`src/rtl/isr_tracker.sv`:
```
module isr_tracker #(
  parameter int LEVELS = 8,
  localparam int LW = $clog2(LEVELS)
) (
  input  logic          clk,
  input  logic          rst_n,
  input  logic          mreq,
  input  logic [LW-1:0] mreq_lvl,
  input  logic          xreq,
  input  logic          di_stb,
  input  logic          ei_stb,
  input  logic          ret_stb,
  input  logic          ret_special,
  input  logic          ret_off,
  input  logic          psw_wr,
  input  logic          psw_off,
  output logic          mack,
  output logic [LW-1:0] mack_lvl,
  output logic          xack,
  output logic [LEVELS-1:0] in_service,
  output logic          irq_off
);

  logic [LEVELS-1:0] top_bit, after_ret, upto_mask;
  logic [LEVELS:0]   wide_mask;
  logic              grant;

  assign top_bit   = in_service & (~in_service + 1'b1);
  assign after_ret = (ret_stb && !ret_special) ? (in_service & ~top_bit) : in_service;
  assign wide_mask = ({{LEVELS{1'b0}}, 1'b1} << ({1'b0, mreq_lvl} + 1'b1)) - 1'b1;
  assign upto_mask = wide_mask[LEVELS-1:0];
  assign grant     = mreq && !irq_off && !xreq && ((after_ret & upto_mask) == '0);

  always_ff @(posedge clk) begin
    if (!rst_n) begin
      in_service <= '0;
      irq_off    <= 1'b1;
      mack       <= 1'b0;
      mack_lvl   <= '0;
      xack       <= 1'b0;
    end else begin
      mack <= grant;
      xack <= xreq;
      if (grant) mack_lvl <= mreq_lvl;
      in_service <= grant ? (after_ret | (LEVELS'(1) << mreq_lvl)) : after_ret;
      if (grant)        irq_off <= 1'b1;
      else if (psw_wr)  irq_off <= psw_off;
      else if (ret_stb) irq_off <= ret_off;
      else if (di_stb)  irq_off <= 1'b1;
      else if (ei_stb)  irq_off <= 1'b0;
    end
  end

  assert_mack_pulse_R11: assert property (@(posedge clk) disable iff (!rst_n)
    mack |=> !mack);
  assert_mack_sets_off_R3: assert property (@(posedge clk) disable iff (!rst_n)
    mack |-> irq_off);
  assert_mack_bit_R2: assert property (@(posedge clk) disable iff (!rst_n)
    mack |-> in_service[mack_lvl]);
  assert_x_wins_R9: assert property (@(posedge clk) disable iff (!rst_n)
    xack |-> !mack);
  assert_special_ret_keeps_R7: assert property (@(posedge clk) disable iff (!rst_n)
    (ret_stb && ret_special) |=> (mack || in_service == $past(in_service)));

endmodule

```
`config.mk`:
```
export PLATFORM = sky130hd
export DESIGN_NAME = isr_tracker
export DESIGN_NICKNAME = d
export VERILOG_FILES = /design/src/rtl/isr_tracker.sv
export SDC_FILE = /design/constraint.sdc
export NUM_CORES = 1
export LEC_CHECK = 0
export CAP_MARGIN = 20
export CORE_MARGIN = 3
export CORE_UTILIZATION = 45
export CTS_CLUSTER_DIAMETER = 100
export DETAILED_ROUTE_END_ITERATION = 6
export GPL_TIMING_DRIVEN = 0
export PLACE_DENSITY = 0.77
export SETUP_SLACK_MARGIN = 0.1
export SYNTH_ARGS = -nofsm -noshare
export SYNTH_HDL_FRONTEND = slang
export SYNTH_SLANG_ARGS = --single-unit
```
`constraint.sdc`:
```
create_clock -name clk -period 3.6 [get_ports clk]
set_clock_uncertainty 0.2 [all_clocks]
set_input_delay 0.54 -clock clk [delete_from_list [all_inputs] [get_ports clk]]
set_output_delay 0.54 -clock clk [all_outputs]
set_load 0.005 [all_outputs]
```
==> metrics.cfg, run 1 <==
[status]
outcome = finished, final reports clean

[logic_synthesis]
yosysTopAreaCell = dfxtp_1
synth_nets = 133
yosysSeqAreaShare_pct = 29.8
synth_ff_type = dfxtp_1
synth_edf_count = 0
async_reset_ff_share_pct = 0
synthDistinctLibCells = 40
synth_top_area_share_pct = 29.8
synthTopCellsByCount = dfxtp_1 (14), nand2_1 (13), nor2_1 (7)
postSynthAreaPerCell_sq_um = 8.11
yosysMostFrequentCell = dfxtp_1
synth_cells = 116
ys_top_cells_by_area = dfxtp_1 (30%), nand2_1 (5.2%), ha_1 (4.0%), nand3b_1 (4.0%), mux2i_1 (3.2%)
syn-cell-area_sq_um = 941
ys_ff_latch = 14
yosys_warnings = 0

[place]
finalWeightedCongestion = 0.927
port-buffer-count = 26
dp_hpwl_um = 1890

[cts]
clockBufferDepth = 2
clk_pin_slew_ns = 0.08
clkSinkCount = 14
root_buffer = clkbuf_4
ctsResizeCount = 0
htree_levels = 1
post_cts_buffers = 0
insertion_delay_ns = 0.27
numCtsBuffers = 3
cts_tree = done
cts_hold_buf = 0

[sta]
fin_crit_sh_pct = 90.3
fin_crit_ns = 3.25
maxSlewHeadroom_pct = 69.2
final_max_slew_viol_count = 0
worst_slew_pin_slew_ns = 0.458
setup_viol = 0
timing.hold.ws_ns = 0.264
fmax_mhz = 308
hold_viol = 0
rsz0062_at_grt = false

[floorplan]
start_util_pct = 51.2
die_x_um = 51.7
coreArea_sq_um = 1840
die_area_sq_um = 2680
die_h_um = 51.7
io_pins = 28
rows = 15

[route]
ant_nets = 0
avgRoutedWirePerCell_um = 15.0
routed_wl_um = 2550
viasPerCell = 5.94
first_pass_iters = 4
num_vias = 1010
drc = 0
drt_iter0_markers = 38

[global_routing]
first_global_vias = 961
antenna_found_initial = 0
grt_start_max_net_pins = 11
overflow = 0
track_usage_pct = 20.3
grt_pass1_wl_um = 4200

[critical_path]
cpPeakStageDelay_ns = 0.48
cp_cell_sequence = clkdlybuf4s50_1 > buf_2 > inv_1 > ha_1 > buf_2 > nand2_1 > ha_1 > xnor2_1 > nand3_1 > and4bb_1 > o211ai_1 > buf_6 > mux2i_1
cp.arrival_ns = 3.26
critPathKind = in2reg
critical-path-slowest-cell = clkdlybuf4s50_1
cp-end-kind = flip-flop
cp.required_ns = 3.61
crit_fanout = 10
start_kind = input pin

[power]
power_density_nw_per_um2 = 263
ir_worst_vdd_mv = 0.274
p_total_uw = 335
leakage_nw = 0.484

[layout]
final.fill_count = 170
final_nets = 164
syn2layout_area_growth_pct = 35.0
n_antenna_cell = 0
fin_util_pct = 69.0
drive_gt1_share_pct = 8.97

[worst_hold_path]
hold_path_class = reg2reg

[run]
max_cap_viol_count = 0

routing by layer:
| metal | vias up | track usage, % | share of wire [%] |
|---|---|---|---|
| met2 | 54 | 34.1 | 48 |
| li1 | 485 | - | - |
| met4 | 0 | 3.49 | 1.5 |
| met3 | 7 | 6.88 | 8.6 |
| met5 | - | 0 | 0 |
| met1 | 464 | 25.4 | 42 |
power breakdown:
part	leakage [nW]	total, mW	internal [mW]	switching [mW]
clock	0.0138	0.0864	0.0388	0.0476
sequential	0.114	0.160	0.158	0.00246
combinational	0.357	0.0877	0.0412	0.0464
critical path: cells and delay by family:
family	cells	cell delay, ns
buffers and inverters	5	1.22
AOI/OAI and AO/OA	1	0.14
and+or+nand+nor	3	0.43
xor gates and xnor gates	1	0.19
adders and majority gates	2	0.56
muxes	1	0.18
state kept, by name, indices dropped and copies added (netlist names):
name,count
in_service,8
irq_off,1
mack,1
mack_lvl,3
xack,1
path summary, 6_finish.rpt:
kind | slack [ns] | cells after the start | end | from
setup / recovery | 0.35 | 13 | mack_lvl[2]$_SDFFE_PN0P_ | mreq_lvl[2]
hold / removal | 0.26 | 2 | mack_lvl[2]$_SDFFE_PN0P_ | mack_lvl[2]$_SDFFE_PN0P_
setup reg to reg | 1.24 | 8 | in_service[5]$_SDFF_PN0_ | in_service[0]$_SDFF_PN0_
hold reg to reg | 0.26 | 2 | mack_lvl[2]$_SDFFE_PN0P_ | mack_lvl[2]$_SDFFE_PN0P_
cells by family (layout without fill, tap and decap cells):
kind of cell | after synthesis | in the layout | share of synthesized area (%)
compound gates | 32 | 32 | 25.8
xor+xnor | 3 | 3 | 2.79
fa+ha+maj | 3 | 3 | 3.99
buf+inv | 14 | 43 | 6.65
flops | 14 | 14 | 29.8
mux | 3 | 3 | 3.19
simple gates | 47 | 47 | 27.8
layout by cell type (no fill, tap or decap), types with 3 or more instances in the layout:
cell type        synthesis  final
o21ai_1                  3      3
clkbuf_4                 0      3
a21oi_1                  5      5
inv_1                    6      6
mux2i_1                  3      3
clkdlybuf4s50_1          0     24
nand3_1                  5      5
nand2_1                 13     12
nor3_1                   3      3
o21ai_0                  3      3
dfxtp_1                 14     14
ha_1                     3      3
clkbuf_1                 5      4
xnor2_1                  3      3
buf_2                    2      3
nor2_1                   7      7
nand3b_1                 5      5
o22ai_1                  3      3
area by class of cell:
class	count	area, sq um	share of cell area (%)
buffer	8	41.3	3.25
clock buffer	3	22.5	1.77
inverter	6	22.5	1.77
multi-input combinational	88	607	47.8
sequential	14	280	22.1
tap	25	31.3	2.46
timing repair buffer	26	265	20.9
per-stage QoR:
step                setup WS (ns)  instance area, sq um  std cells  setup TNS (ns)
global route               0.0850                  1270        170               0
global placement          -0.0182                  1230        167         -0.0347
finish                      0.350                  1270        170               0
detailed placement        -0.0948                  1230        167          -0.516
floorplan                   0.780                   941        116               0
CTS                         0.196                  1250        170               0
No activity file was read; power rests on OpenSTA's default activity.
==> run 2: changes to the inputs <==
--- a/config.mk
+++ b/config.mk
@@ -13,6 +13,7 @@
 export GPL_TIMING_DRIVEN = 0
 export PLACE_DENSITY = 0.77
 export SETUP_SLACK_MARGIN = 0.1
+export SLEW_MARGIN = 20
 export SYNTH_ARGS = -nofsm -noshare
 export SYNTH_HDL_FRONTEND = slang
 export SYNTH_SLANG_ARGS = --single-unit
==> results of run 2 <==
The final DEF is identical to that of run 1; final timing and power are the same.
==> run 3: changes to the inputs <==
--- a/config.mk
+++ b/config.mk
@@ -11,6 +11,7 @@
 export CTS_CLUSTER_DIAMETER = 100
 export DETAILED_ROUTE_END_ITERATION = 6
 export GPL_TIMING_DRIVEN = 0
+export MAX_ROUTING_LAYER = met4
 export PLACE_DENSITY = 0.77
 export SETUP_SLACK_MARGIN = 0.1
 export SLEW_MARGIN = 20
==> run 3 against run 2 <==
Critical path depth did not move. Cell count increased by 1.2%. Clock power up 39%. Sequential power is essentially flat. Combinational power hardly changed. Utilization up 1.3 points. Total power rose by 10%. Setup slack worse by 0.017 ns. Critical endpoint is now in_service[1]$_SDFF_PN0_. Register-to-register slack got worse by 0.04 ns. Design area rose by 1.9%. Largest power group unchanged. Non-clock buffer count increased by 1.
==> metrics.cfg, run 3 (synthesis results as in run 1) <==
[layout]
final_common_cell = clkdlybuf4s50_1
final_nets = 165  ; +0.61%
n_antenna_cell = 0  ; unchanged
design_area_sq_um = 1290  ; +1.9%
syn2layout_area_growth_pct = 37.5
layout_common_cells = clkdlybuf4s50_1 (24), dfxtp_1 (14), nand2_1 (12)
drive_gt1_share_pct = 10.9  ; +1.9 points
seq_area_sq_um = 280  ; unchanged
largest_register = in_service
fin_util_pct = 70.3  ; +1.3 points
final.fill_count = 157  ; -7.6%
top_regs = in_service x8, mack_lvl x3
fin_cells = 172  ; +1.2%
multi_input_area_sq_um = 609  ; +0.41%
largest_register_ff_count = 8  ; unchanged

[sta]
timing.hold.ws_ns = 0.265  ; +0.000831 ns
maxSlewHeadroom_pct = 69.1  ; -0.074 points
worst_slew_pin_slew_ns = 0.459  ; +0.00111 ns
fmax_mhz = 306  ; -0.53%
setup_ws_ns = 0.333  ; -0.0175 ns
hold_viol = 0  ; unchanged
final_max_slew_viol_count = 0  ; unchanged
setup_viol = 0  ; unchanged
rsz0062_at_grt = false
fin_setup_tns_ns = 0  ; unchanged
fin_crit_ns = 3.27  ; +0.0175 ns
fin_crit_sh_pct = 90.8  ; +0.48 points

[floorplan]
io_pins = 28  ; unchanged
start_util_pct = 51.2  ; unchanged
coreArea_sq_um = 1840  ; unchanged
die_x_um = 51.7  ; unchanged
die_h_um = 51.7  ; unchanged
die_area_sq_um = 2680  ; unchanged
rows = 15  ; unchanged

[critical_path]
crit_fanout = 10  ; unchanged
critPathKind = in2reg
cp.arrival_ns = 3.26  ; about the same
cp-end-kind = flip-flop
start_kind = input pin
r2r_slack_ns = 1.20  ; -0.04 ns
cp.required_ns = 3.59  ; -0.02 ns

[cts]
htree_levels = 1  ; unchanged
root_buffer = clkbuf_4
cts_tree = done
clk_pin_slew_ns = 0.09  ; about the same
clkSinkCount = 14  ; unchanged
numCtsBuffers = 3  ; unchanged
insertion_delay_ns = 0.29  ; +0.02 ns
cts_hold_buf = 0  ; unchanged
clockBufferDepth = 2  ; unchanged

[power]
leakage_nw = 0.494  ; +2.0%
ir_worst_vdd_mv = 0.188  ; -31%
power_density_nw_per_um2 = 285  ; +8.0%
p_total_uw = 368  ; +10%

[worst_hold_path]
hold_path_class = reg2reg

[global_routing]
first_global_vias = 944  ; -1.8%
grt_pass1_wl_um = 4280  ; +2.1%
track_usage_pct = 21.7  ; +1.3 points
antenna_found_initial = 0  ; unchanged
grt_start_max_net_pins = 11  ; unchanged
overflow = 0  ; unchanged

[status]
outcome = finished, final reports clean

[route]
drc = 0  ; unchanged
wl_met3_um = 147  ; -33%
drt_iter0_markers = 36  ; -5.3%
first_pass_iters = 4  ; unchanged
avgRoutedWirePerCell_um = 14.7  ; -1.7%
wl_met1_um = 1110  ; +3.3%
viasPerCell = 5.65  ; -4.9%
num_vias = 972  ; -3.8%
top_layer_used = met4
met2_length_um = 1240  ; +1.6%
routed_wl_um = 2530  ; -0.55%
ant_nets = 0  ; unchanged

[run]
max_cap_viol_count = 0  ; unchanged

[place]
port-buffer-count = 26  ; unchanged
dpl_cell_area_sq_um = 1230  ; unchanged
dp_hpwl_um = 1890  ; +0.30%
dp_cells = 167  ; unchanged
finalWeightedCongestion = 0.930  ; +0.42%
place_ws_ns = -0.101  ; -0.00661 ns

==> run 3: timing repair <==
item | CTS | global route
endpoints found under the setup margin | 0 | 11
buffers inserted | 0 | 1
resized for setup | 0 | 7
==> run 3: per-layer routing <==
metal  vias to the layer above  track usage (%)
met2                        38             34.1
met1                       437             28.4
met3                         4             3.15
li1                        493                -
met4                         0             7.42
met5                         -                -
==> run 3: where the power goes <==
group          switching, mW  internal [mW]
combinational         0.0456         0.0420
clock                 0.0587         0.0616
sequential           0.00227          0.158
total                  0.107          0.262
==> run 3: critical path: stages <==
cell	delay, ns
clkdlybuf4s50_1	0.48
clkbuf_2	0.25
inv_1	0.07
ha_1	0.29
buf_2	0.21
nand2_1	0.08
ha_1	0.27
nand3b_1	0.11
o211ai_1	0.11
and4bb_1	0.31
o211ai_1	0.14
buf_4	0.17
o41ai_1	0.22
==> run 3: final timing paths <==
kind / from / to / depth (start not counted)
worst max register to register: in_service[0]$_SDFF_PN0_ / in_service[1]$_SDFF_PN0_ / 8
worst min-delay path: mack_lvl[1]$_SDFFE_PN0P_ / mack_lvl[1]$_SDFFE_PN0P_ / 2
worst min register to register: mack_lvl[1]$_SDFFE_PN0P_ / mack_lvl[1]$_SDFFE_PN0P_ / 2
worst max-delay path: mreq_lvl[2] / in_service[1]$_SDFF_PN0_ / 13
==> run 3: layout make-up <==
class | instances | share of cell area [%]
Tap cell | 25 | 2.42
Clock buffer | 4 | 2.80
Inverter | 6 | 1.74
Buffer | 8 | 3.19
Multi-Input combinational cell | 88 | 47.1
Sequential cell | 14 | 21.7
Timing Repair Buffer | 27 | 21.1
